<file path="config.mk">
export PLATFORM = sky130hd
export DESIGN_NAME = i2c_byte_master
export DESIGN_NICKNAME = d
export VERILOG_FILES = /design/src/rtl/i2cm_pkg.sv /design/src/rtl/i2cm_halfper.sv /design/src/rtl/i2cm_bitcnt.sv /design/src/rtl/i2cm_shreg.sv /design/src/rtl/i2c_byte_master.sv
export SDC_FILE = /design/constraint.sdc
export NUM_CORES = 1
export LEC_CHECK = 0
export ABC_AREA = 1
export ABC_CLOCK_PERIOD_IN_PS = 3700
export BUFFER_PORTS_ARGS = -buffer_cell sky130_fd_sc_hd__buf_4
export CORE_UTILIZATION = 30
export DETAILED_ROUTE_END_ITERATION = 8
export HOLD_SLACK_MARGIN = 0.12
export PLACE_DENSITY = 0.58
export SLEW_MARGIN = 15
export SYNTH_ARGS = -nofsm -noshare
export SYNTH_HDL_FRONTEND = slang
export SYNTH_SLANG_ARGS = --single-unit
</file>
<file path="constraint.sdc">
create_clock -name clk -period 3.7 [get_ports clk]
set_input_delay 0.37 -clock clk [delete_from_list [all_inputs] [get_ports clk]]
set_output_delay 0.37 -clock clk [all_outputs]
set_load 0.02 [all_outputs]
</file>
<file path="src/rtl/i2cm_pkg.sv">
package i2cm_pkg;
  typedef enum logic [2:0] {
    PH_IDLE    = 3'd0,
    PH_START   = 3'd1,
    PH_LOW     = 3'd2,
    PH_HIGH    = 3'd3,
    PH_HOLD    = 3'd4,
    PH_STOP_LO = 3'd5,
    PH_STOP_HI = 3'd6,
    PH_STOP_END = 3'd7
  } phase_t;
endpackage

</file>
<file path="src/rtl/i2cm_halfper.sv">
// Half-period tick generator: one tick every div+1 cycles while running.
module i2cm_halfper #(
  parameter int DIV_W = 8
) (
  input  logic             clk,
  input  logic             rst_n,
  input  logic             hold,
  input  logic [DIV_W-1:0] div,
  output logic             tick
);
  logic [DIV_W-1:0] cnt;

  assign tick = !hold && (cnt == '0);

  always_ff @(posedge clk or negedge rst_n) begin
    if (!rst_n)              cnt <= '0;
    else if (hold || tick)   cnt <= div;
    else                     cnt <= cnt - 1'b1;
  end
endmodule

</file>
<file path="src/rtl/i2cm_bitcnt.sv">
// Counts SCL clocks within one word.
module i2cm_bitcnt #(
  parameter int CNT_W = 4
) (
  input  logic             clk,
  input  logic             rst_n,
  input  logic             clr,
  input  logic             inc,
  input  logic [CNT_W-1:0] total,
  output logic [CNT_W-1:0] idx,
  output logic             last
);
  assign last = (idx == total - {{(CNT_W-1){1'b0}}, 1'b1});

  always_ff @(posedge clk or negedge rst_n) begin
    if (!rst_n)    idx <= '0;
    else if (clr)  idx <= '0;
    else if (inc)  idx <= idx + 1'b1;
  end
endmodule

</file>
<file path="src/rtl/i2cm_shreg.sv">
// Data register that doubles as the bit shifter.
module i2cm_shreg #(
  parameter int DW = 8
) (
  input  logic          clk,
  input  logic          rst_n,
  input  logic          load,
  input  logic [DW-1:0] load_val,
  input  logic          shift,
  input  logic          bit_in,
  output logic [DW-1:0] q
);
  always_ff @(posedge clk or negedge rst_n) begin
    if (!rst_n)      q <= '0;
    else if (load)   q <= load_val;
    else if (shift)  q <= {q[DW-2:0], bit_in};
  end
endmodule

</file>
<file path="src/rtl/i2c_byte_master.sv">
module i2c_byte_master
  import i2cm_pkg::*;
#(
  parameter int DW    = 8,
  parameter int DIV_W = 8,
  localparam int BC_W  = $clog2(DW),
  localparam int CW    = 5 + BC_W
) (
  input  logic             clk,
  input  logic             rst_n,
  input  logic [DIV_W-1:0] clk_div,
  input  logic             ctl_we,
  input  logic [CW-1:0]    ctl_wdata,
  input  logic             dat_we,
  input  logic [DW-1:0]    dat_wdata,
  output logic [DW-1:0]    rx_data,
  input  logic             sda_in,
  output logic             scl_low,
  output logic             sda_low,
  output logic             irq,
  output logic             st_master,
  output logic             st_tx,
  output logic             st_busy,
  output logic             st_pend,
  output logic             st_lrb,
  output logic             st_wcol
);
  localparam int CNT_W = $clog2(DW + 2);

  phase_t            phase;
  logic              ack_en, dir_bit, first_word;
  logic [BC_W-1:0]   len_f;
  logic              tick, bit_last;
  logic [CNT_W-1:0]  bit_idx, n_data, n_total;
  logic [DW-1:0]     sh_q;

  // control word fields
  logic w_mst, w_trx, w_bb, w_pin, w_ack;
  logic [BC_W-1:0] w_len;
  assign w_mst = ctl_wdata[CW-1];
  assign w_trx = ctl_wdata[CW-2];
  assign w_bb  = ctl_wdata[CW-3];
  assign w_pin = ctl_wdata[CW-4];
  assign w_ack = ctl_wdata[CW-5];
  assign w_len = ctl_wdata[BC_W-1:0];

  logic parked, in_data, start_req, next_req, stop_req, dat_ok;
  assign parked    = (phase == PH_IDLE) || (phase == PH_HOLD);
  assign n_data    = (len_f == '0) ? CNT_W'(DW) : CNT_W'(len_f);
  assign n_total   = n_data + CNT_W'(ack_en);
  assign in_data   = bit_idx < n_data;
  assign start_req = ctl_we && (phase == PH_IDLE) && !st_busy &&
                     w_mst && w_trx && w_bb && w_pin;
  assign next_req  = ctl_we && (phase == PH_HOLD) && w_pin && w_mst && w_bb;
  assign stop_req  = ctl_we && (phase == PH_HOLD) && w_pin && !w_mst && !w_bb;
  assign dat_ok    = dat_we && parked;

  i2cm_halfper #(.DIV_W(DIV_W)) u_halfper (
    .clk(clk), .rst_n(rst_n), .hold(parked), .div(clk_div), .tick(tick)
  );

  i2cm_bitcnt #(.CNT_W(CNT_W)) u_bitcnt (
    .clk(clk), .rst_n(rst_n), .clr(parked),
    .inc((phase == PH_HIGH) && tick && !bit_last),
    .total(n_total), .idx(bit_idx), .last(bit_last)
  );

  i2cm_shreg #(.DW(DW)) u_shreg (
    .clk(clk), .rst_n(rst_n), .load(dat_ok), .load_val(dat_wdata),
    .shift((phase == PH_HIGH) && tick && in_data), .bit_in(sda_in), .q(sh_q)
  );

  assign rx_data = sh_q;

  always_ff @(posedge clk or negedge rst_n) begin
    if (!rst_n) begin
      phase      <= PH_IDLE;
      st_master  <= 1'b0;
      st_tx      <= 1'b0;
      st_busy    <= 1'b0;
      st_pend    <= 1'b1;
      st_lrb     <= 1'b0;
      st_wcol    <= 1'b0;
      irq        <= 1'b0;
      ack_en     <= 1'b0;
      len_f      <= '0;
      dir_bit    <= 1'b0;
      first_word <= 1'b0;
    end else begin
      irq <= 1'b0;
      if (ctl_we && parked) begin
        ack_en <= w_ack;
        len_f  <= w_len;
      end
      if (ctl_we)               st_wcol <= 1'b0;
      else if (dat_we && !parked) st_wcol <= 1'b1;

      unique case (phase)
        PH_IDLE: if (start_req) begin
          phase      <= PH_START;
          st_master  <= 1'b1;
          st_tx      <= 1'b1;
          st_busy    <= 1'b1;
          st_pend    <= 1'b1;
          dir_bit    <= sh_q[0];
          first_word <= 1'b1;
        end
        PH_START: if (tick) phase <= PH_LOW;
        PH_LOW:   if (tick) phase <= PH_HIGH;
        PH_HIGH:  if (tick) begin
          if (!in_data) st_lrb <= sda_in;
          if (bit_last) begin
            phase      <= PH_HOLD;
            st_pend    <= 1'b0;
            irq        <= 1'b1;
            first_word <= 1'b0;
            if (first_word && !in_data && !sda_in) st_tx <= ~dir_bit;
          end else begin
            phase <= PH_LOW;
          end
        end
        PH_HOLD: begin
          if (next_req) begin
            phase   <= PH_LOW;
            st_pend <= 1'b1;
          end else if (stop_req) begin
            phase     <= PH_STOP_LO;
            st_master <= 1'b0;
            st_pend   <= 1'b1;
          end
        end
        PH_STOP_LO:  if (tick) phase <= PH_STOP_HI;
        PH_STOP_HI:  if (tick) phase <= PH_STOP_END;
        PH_STOP_END: if (tick) begin
          phase   <= PH_IDLE;
          st_busy <= 1'b0;
        end
        default: phase <= PH_IDLE;
      endcase
    end
  end

  always_comb begin
    scl_low = (phase == PH_LOW) || (phase == PH_HOLD) || (phase == PH_STOP_LO);
    unique case (phase)
      PH_START, PH_STOP_LO, PH_STOP_HI: sda_low = 1'b1;
      PH_LOW, PH_HIGH: sda_low = in_data ? (st_tx && !sh_q[DW-1]) : !st_tx;
      default: sda_low = 1'b0;
    endcase
  end
endmodule

</file>
Word level (Yosys, flattened, before mapping)
Cells that the tools add are included.
{"block": "totals", "ff_bits": 36, "input_bits": 29, "out_inout_bits": 17, "word_cells": 137}
{"block": "op_classes", "n_addsub": 4, "magnitude_cmp": 1, "eq_ne": 20, "n_mux": 40, "n_bitwise": 2, "n_reduce_logical": 55}
{"op": "$mux W3", "n": 10}
{"op": "$mux W8", "n": 3}
{"op": "$pmux W3 S8", "n": 1}
{"op": "$logic_and A1 B1 Y1", "n": 22}
{"op": "$ne A2 B2 Y1 const B", "n": 10}
{"op": "$mux W1", "n": 17}
{"op": "$eq A3 B3 Y1 const B", "n": 4}
{"op": "$mux W4", "n": 3}
{"op": "$reduce_bool A2 Y1", "n": 6}
{"op": "$pmux W1 S2", "n": 5}
{"op": "$reduce_and A5 Y1", "n": 2}
{"op": "$logic_not A1 Y1", "n": 9}
{"op": "$logic_not A8 Y1", "n": 1}
{"op": "$reduce_and A4 Y1", "n": 2}
{"op": "$reduce_and A8 Y1", "n": 1}
{"op": "$sub A8 B1 Y8 const B", "n": 1}
{"op": "$eq A3 B2 Y1 const B", "n": 2}
{"op": "$logic_not A3 Y1", "n": 2}
{"op": "$reduce_and A3 Y1", "n": 2}
{"op": "$add A4 B1 Y4", "n": 1}
{"op": "$add A4 B1 Y4 const B", "n": 1}
{"op": "$eq A4 B4 Y1", "n": 1}
{"op": "$logic_or A1 B1 Y1", "n": 4}
{"op": "$lt A4 B4 Y1", "n": 1}
{"op": "10 further kinds", "n": 11}

Longest topological paths before layout
{"block": "depth", "word_depth": 10, "ltp_mapped": 15, "mapped_depth_nobuf": 15}

Hierarchy
Synthesis repeated with hierarchy kept, for this count alone.
{"block": "unflattened", "hier_cells": 302, "area_unflattened_um2": 2341.0}
{"mod": "i2c_byte_master", "n_inst": 1, "cells_per_inst": 135, "area_each_um2": 1071.0}
{"mod": "i2cm_halfper", "n_inst": 1, "cells_per_inst": 67, "area_each_um2": 564.3}
{"mod": "i2cm_shreg", "n_inst": 1, "cells_per_inst": 44, "area_each_um2": 374.1}
{"mod": "i2cm_bitcnt", "n_inst": 1, "cells_per_inst": 56, "area_each_um2": 331.6}

Worst setup path after synthesis
No wires, ideal clock.
{"block": "synth_path", "path_kind": "reg2out", "start": "reg len_f[2]", "end": "out sda_low", "arrival_ns": 1.754, "setup_slack_ns": 1.576, "path_stages_with_launch": 12, "path_buffers": 0, "path_cell_list": "dfrtp_1 > nor2_1 > nand2_1 > ha_1 > nand2_1 > inv_1 > nand2_1 > nand2_1 > inv_1 > nand2_1 > nand3_1 > o21ai_0"}
{"block": "synth_between", "elab_chain_len": 5}
{"element": "start: declaration", "line": "i2c_byte_master.sv:32", "rtl": "logic [BC_W-1:0] len_f;"}
{"element": "start signal: assignment", "line": "i2c_byte_master.sv:93", "rtl": "len_f <= w_len;"}
{"element": "$logic_not A3 Y1", "line": "i2c_byte_master.sv:49", "rtl": "assign n_data = (len_f == '0) ? CNT_W'(DW) : CNT_W'(len_f);"}
{"element": "$mux W4 (*)", "line": "i2c_byte_master.sv:49"}
{"element": "$lt A4 B4 Y1 (*)", "line": "i2c_byte_master.sv:51", "rtl": "assign in_data = bit_idx < n_data;"}
{"element": "$mux W1 (*)", "line": "i2c_byte_master.sv:147", "rtl": "PH_LOW, PH_HIGH: sda_low = in_data ? (st_tx && !sh_q[DW-1]) : !st_tx;"}
{"element": "$pmux W1 S2 (*)", "line": "i2c_byte_master.sv:145", "rtl": "unique case (phase)"}
{"element": "end: declaration", "line": "i2c_byte_master.sv:19", "rtl": "output logic sda_low,"}
Mark *: on every way between the ends. The rest lies on a longest branch, timed or not.

Final worst setup path
Same ends and word-level chain as after synthesis.

==> summary.md <==
| Metric | Value |
|---|---|
| Crit end category | `output port` |
| Post-synth cell types | `29` |
| Initial core utilization | `a little under a third` |
| Floorplan row count | `30` |
| PortBufs | `between 40 and 50` |
| Core area | `roughly 0.0068 sq mm` |
| Max Buffers Root-to-Sink | `2` |
| Setup-failing EPs final | `0` |
| RSZ-0062 raised after global routing | `no` |
| Clk slew on worst S/H paths | `0.07 ns` |
| Clock Sinks | `36` |
| Initial detailed-routing violation count | `46` |
| Clock Skew | `~0.0042 ns` |
| H-tree levels | `2` |
| Post-synthesis net count | `314` |
| Final Hold Violating Endpoints | `0` |
| GP Congestion | `approximately 0.77` |
| Die Y | `about 86 microns` |
| Crit Path Class | `reg -> out` |
| Multi-input logic area | `0.00105 sq mm` |
| Worst skew pair latency | `roughly 0.28 ns` |
| Mapped cell area | `~0.0021 sq mm` |
| First-pass GRT wire length | `roughly 7700 microns` |
| Leakage power | `1.31 nW` |
| Vias in the first global route | `around 1.8k` |
| Pre-Repair DR Iteration Count | `4` |
| Sequential area share after synthesis | `a little over two fifths` |
| TritonCTS clock tree | `built` |
| Vias | `around 1.9k` |
| Main combinational cell family by area after synthesis | `simple AND/OR/NAND/NOR gates` |
| Worst Hold Class | `in -> reg` |
| Die X | `86.2 microns` |
| HPWL Detailed | `approximately 3500 microns` |
| Nets | `roughly 360` |
| Clk root buf | `clkbuf_8` |
| GRT Util Overall | `between 10% and 20%` |
| Pwr/cell area | `~270 mW/mm^2` |
| Initial antenna violation count | `0` |
| YS warnings | `0` |
| CP Launch Type | `register` |
| Vias per inst | `approximately 4.4` |
| Status | `finished, final reports clean` |
| Tightest Pin Transition | `around 0.46 ns` |
| CTS buffer count | `5` |
| Grt total ovfl | `0` |
| Post-CTS Setup Bufs | `0` |
| Worst-case reg-to-reg path depth | `14` |
| Synth Area per Inst | `around 7.7 sq um` |
| Slew headroom | `69.2%` |
| Worst Hold Depth | `2` |
| FF+latch count, synth | `36` |
| Die ar. | `roughly 0.0074 sq mm` |
| IR drop worst, VDD | `roughly 0.00011 V` |
| Post-Syn Instances | `277` |
| Max Clk Rate | `between 0.4 and 0.5 GHz` |
| Post-route ant nets | `0` |
| CP required | `3.33 ns` |
| Avg WL per Cell | `~11 microns` |
| Pins Over Slew Limit | `0` |
| Largest net degree at the start of global routing | `37` |
| ANT cells | `0` |
| Post-Synth Simple-Gate Area | `between 20% and 30%` |
| Period minus WS final | `2.49 ns` |
| PnR Total Power | `0.000726 W` |
| Post-synthesis compound-gate area fraction | `approximately 12%` |
| Crit Path Max Fanout | `5` |
| Synth Area in Adders | `4.71%` |
| Layout cell share with drive strength beyond 1 | `~24%` |
| DRC | `0` |
| Fin crit share | `between 60% and 70%` |
| Register Area | `approximately 900 sq um` |
| # IOs | `46` |
| Filler instances | `about 770` |
| Crit path DAT | `about 2.1 ns` |
| XOR/XNOR share of the synthesized area | `under 10%` |
| Setup TNS | `0 ns` |
| Wirelength, routed | `4540 microns` |
| Mux share of post-synthesis cell area | `0%` |
| Max Cap Viol | `0` |
| Layout area overhead | `25.2%` |
## kinds of logic (layout without fill, tap and decap cells)
| logic type | count (synthesis) | in the layout |
|---|---|---|
| and+or+nand+nor | 139 | 139 |
| AOI/OAI and AO/OA | 43 | 43 |
| adders and majority gates | 8 | 8 |
| DFF | 36 | 36 |
| xor gates and xnor gates | 8 | 8 |
| buffers and inverters | 43 | 94 |
## registers in the layout, summed over array words and instances (netlist names)
name	cells
u_bitcnt.idx	4
len_f	3
irq	1
dir_bit	1
st_master	1
phase	3
st_busy	1
first_word	1
st_wcol	1
ack_en	1
st_tx	1
u_halfper.cnt	8
u_shreg.q	8
st_lrb	1
st_pend	1
## cell usage after synthesis (all sizes together)
| library cell | number | area (sq um) |
|---|---|---|
| nand2 | 84 | 335 |
| buf | 3 | 21.3 |
| or2 | 1 | 6.26 |
| dfrtp | 35 | 876 |
| ha | 8 | 100 |
| o21ai | 22 | 118 |
| nor2 | 32 | 155 |
| nand3b | 1 | 7.51 |
| nand4 | 4 | 25.0 |
| inv | 40 | 150 |
| xor2 | 5 | 43.8 |
| nand3 | 13 | 75.1 |
| xnor2 | 3 | 26.3 |
| o211ai | 9 | 77.6 |
| a31oi | 2 | 12.5 |
| dfstp | 1 | 26.3 |
| nor3 | 3 | 15.0 |
| a21oi | 10 | 50.1 |
| nor4 | 1 | 6.26 |
## area by class of cell
cell class	count	share of cell area [%]
Clock buffer	8	3.38
Inverter	40	5.64
Multi-Input combinational cell	198	39.5
Sequential cell	36	33.9
Tap cell	96	4.51
Timing Repair Buffer	46	13.1
## power by group
| group | switching [W] | internal [W] | leakage (nW) |
|---|---|---|---|
| clock network | 0.000135 | 0.000152 | 0.0455 |
| registers | 0.00000131 | 0.000396 | 0.393 |
| logic | 0.0000191 | 0.0000231 | 0.871 |
## routing by layer
metal	wire length [microns]	up-vias	share of wire (%)	track usage (%)
met5	0	-	0	0
met4	46	0	1.0	3.64
met2	2170	31	48	22.4
li1	-	981	-	-
met1	2190	835	48	16.8
met3	128	4	2.8	2.95
## final timing paths
check                                         to  slack (ns)             start
min in group asynchronous           u_shreg.q[3]        0.60             rst_n
worst min register to register  u_halfper.cnt[0]        0.45  u_halfper.cnt[0]
worst min-delay path                     st_wcol        0.27            ctl_we
worst max register to register   u_bitcnt.idx[0]        1.65          len_f[0]
worst max-delay path                     sda_low        1.21          len_f[2]
max in group asynchronous                st_pend        2.76             rst_n
## worst max-delay path: stages, from the launching register on
cell	delay [ns]
dfrtp_1	0.39
nor2_1	0.18
nand2_1	0.09
ha_1	0.30
nand2_1	0.05
inv_1	0.04
nand2_1	0.04
nand2_1	0.13
inv_1	0.09
nand2_1	0.07
nand3_1	0.07
o21ai_0	0.21
buf_4	0.18
## through the flow
step / setup WS [ns] / hold WS, ns / instances / util [%] / instance area, sq um
2_1_floorplan: 1.58 / 0.0744 / 277 / - / 2130
3_3_place_gp: 1.59 / 0.366 / 415 / 37.5 / 2560
3_5_place_dp: 1.48 / 0.358 / 415 / 37.5 / 2560
4_1_cts: 1.18 / 0.265 / 424 / 39.0 / 2660
5_1_grt: 1.04 / 0.260 / 424 / 39.0 / 2660
6_report: 1.21 / 0.273 / 424 / 39.0 / 2660
## layout by cell type (no fill, tap or decap)
| cell type | instances |
|---|---|
| nand2_1 | 80 |
| buf_4 | 45 |
| dfrtp_1 | 35 |
| inv_1 | 33 |
| nor2_1 | 22 |
| o21ai_0 | 14 |
| nand3_1 | 11 |
| a21oi_1 | 10 |
| nor2_2 | 8 |
| ha_1 | 8 |
| inv_2 | 7 |
| o211ai_1 | 7 |
| o21ai_1 | 6 |
| clkbuf_8 | 6 |
| xor2_1 | 5 |
| nand4_1 | 4 |
| nor3_1 | 3 |
| xnor2_1 | 3 |
| nand2_4 | 2 |
| nand3_2 | 2 |
| nor2_4 | 2 |
| a31oi_1 | 2 |
| nand2_2 | 2 |
| o211ai_2 | 2 |
| o21ai_2 | 2 |
| clkbuf_1 | 2 |
| or2_2 | 1 |
| nor4_1 | 1 |
| nand3b_1 | 1 |
| dlygate4sd3_1 | 1 |
| dfstp_2 | 1 |
## repair_timing
item,in CTS,in global routing
hold endpoints to repair,35,0
hold buffers,1,0
gates resized for setup,0,0
Note: power is estimated with default switching activity, not from simulation.
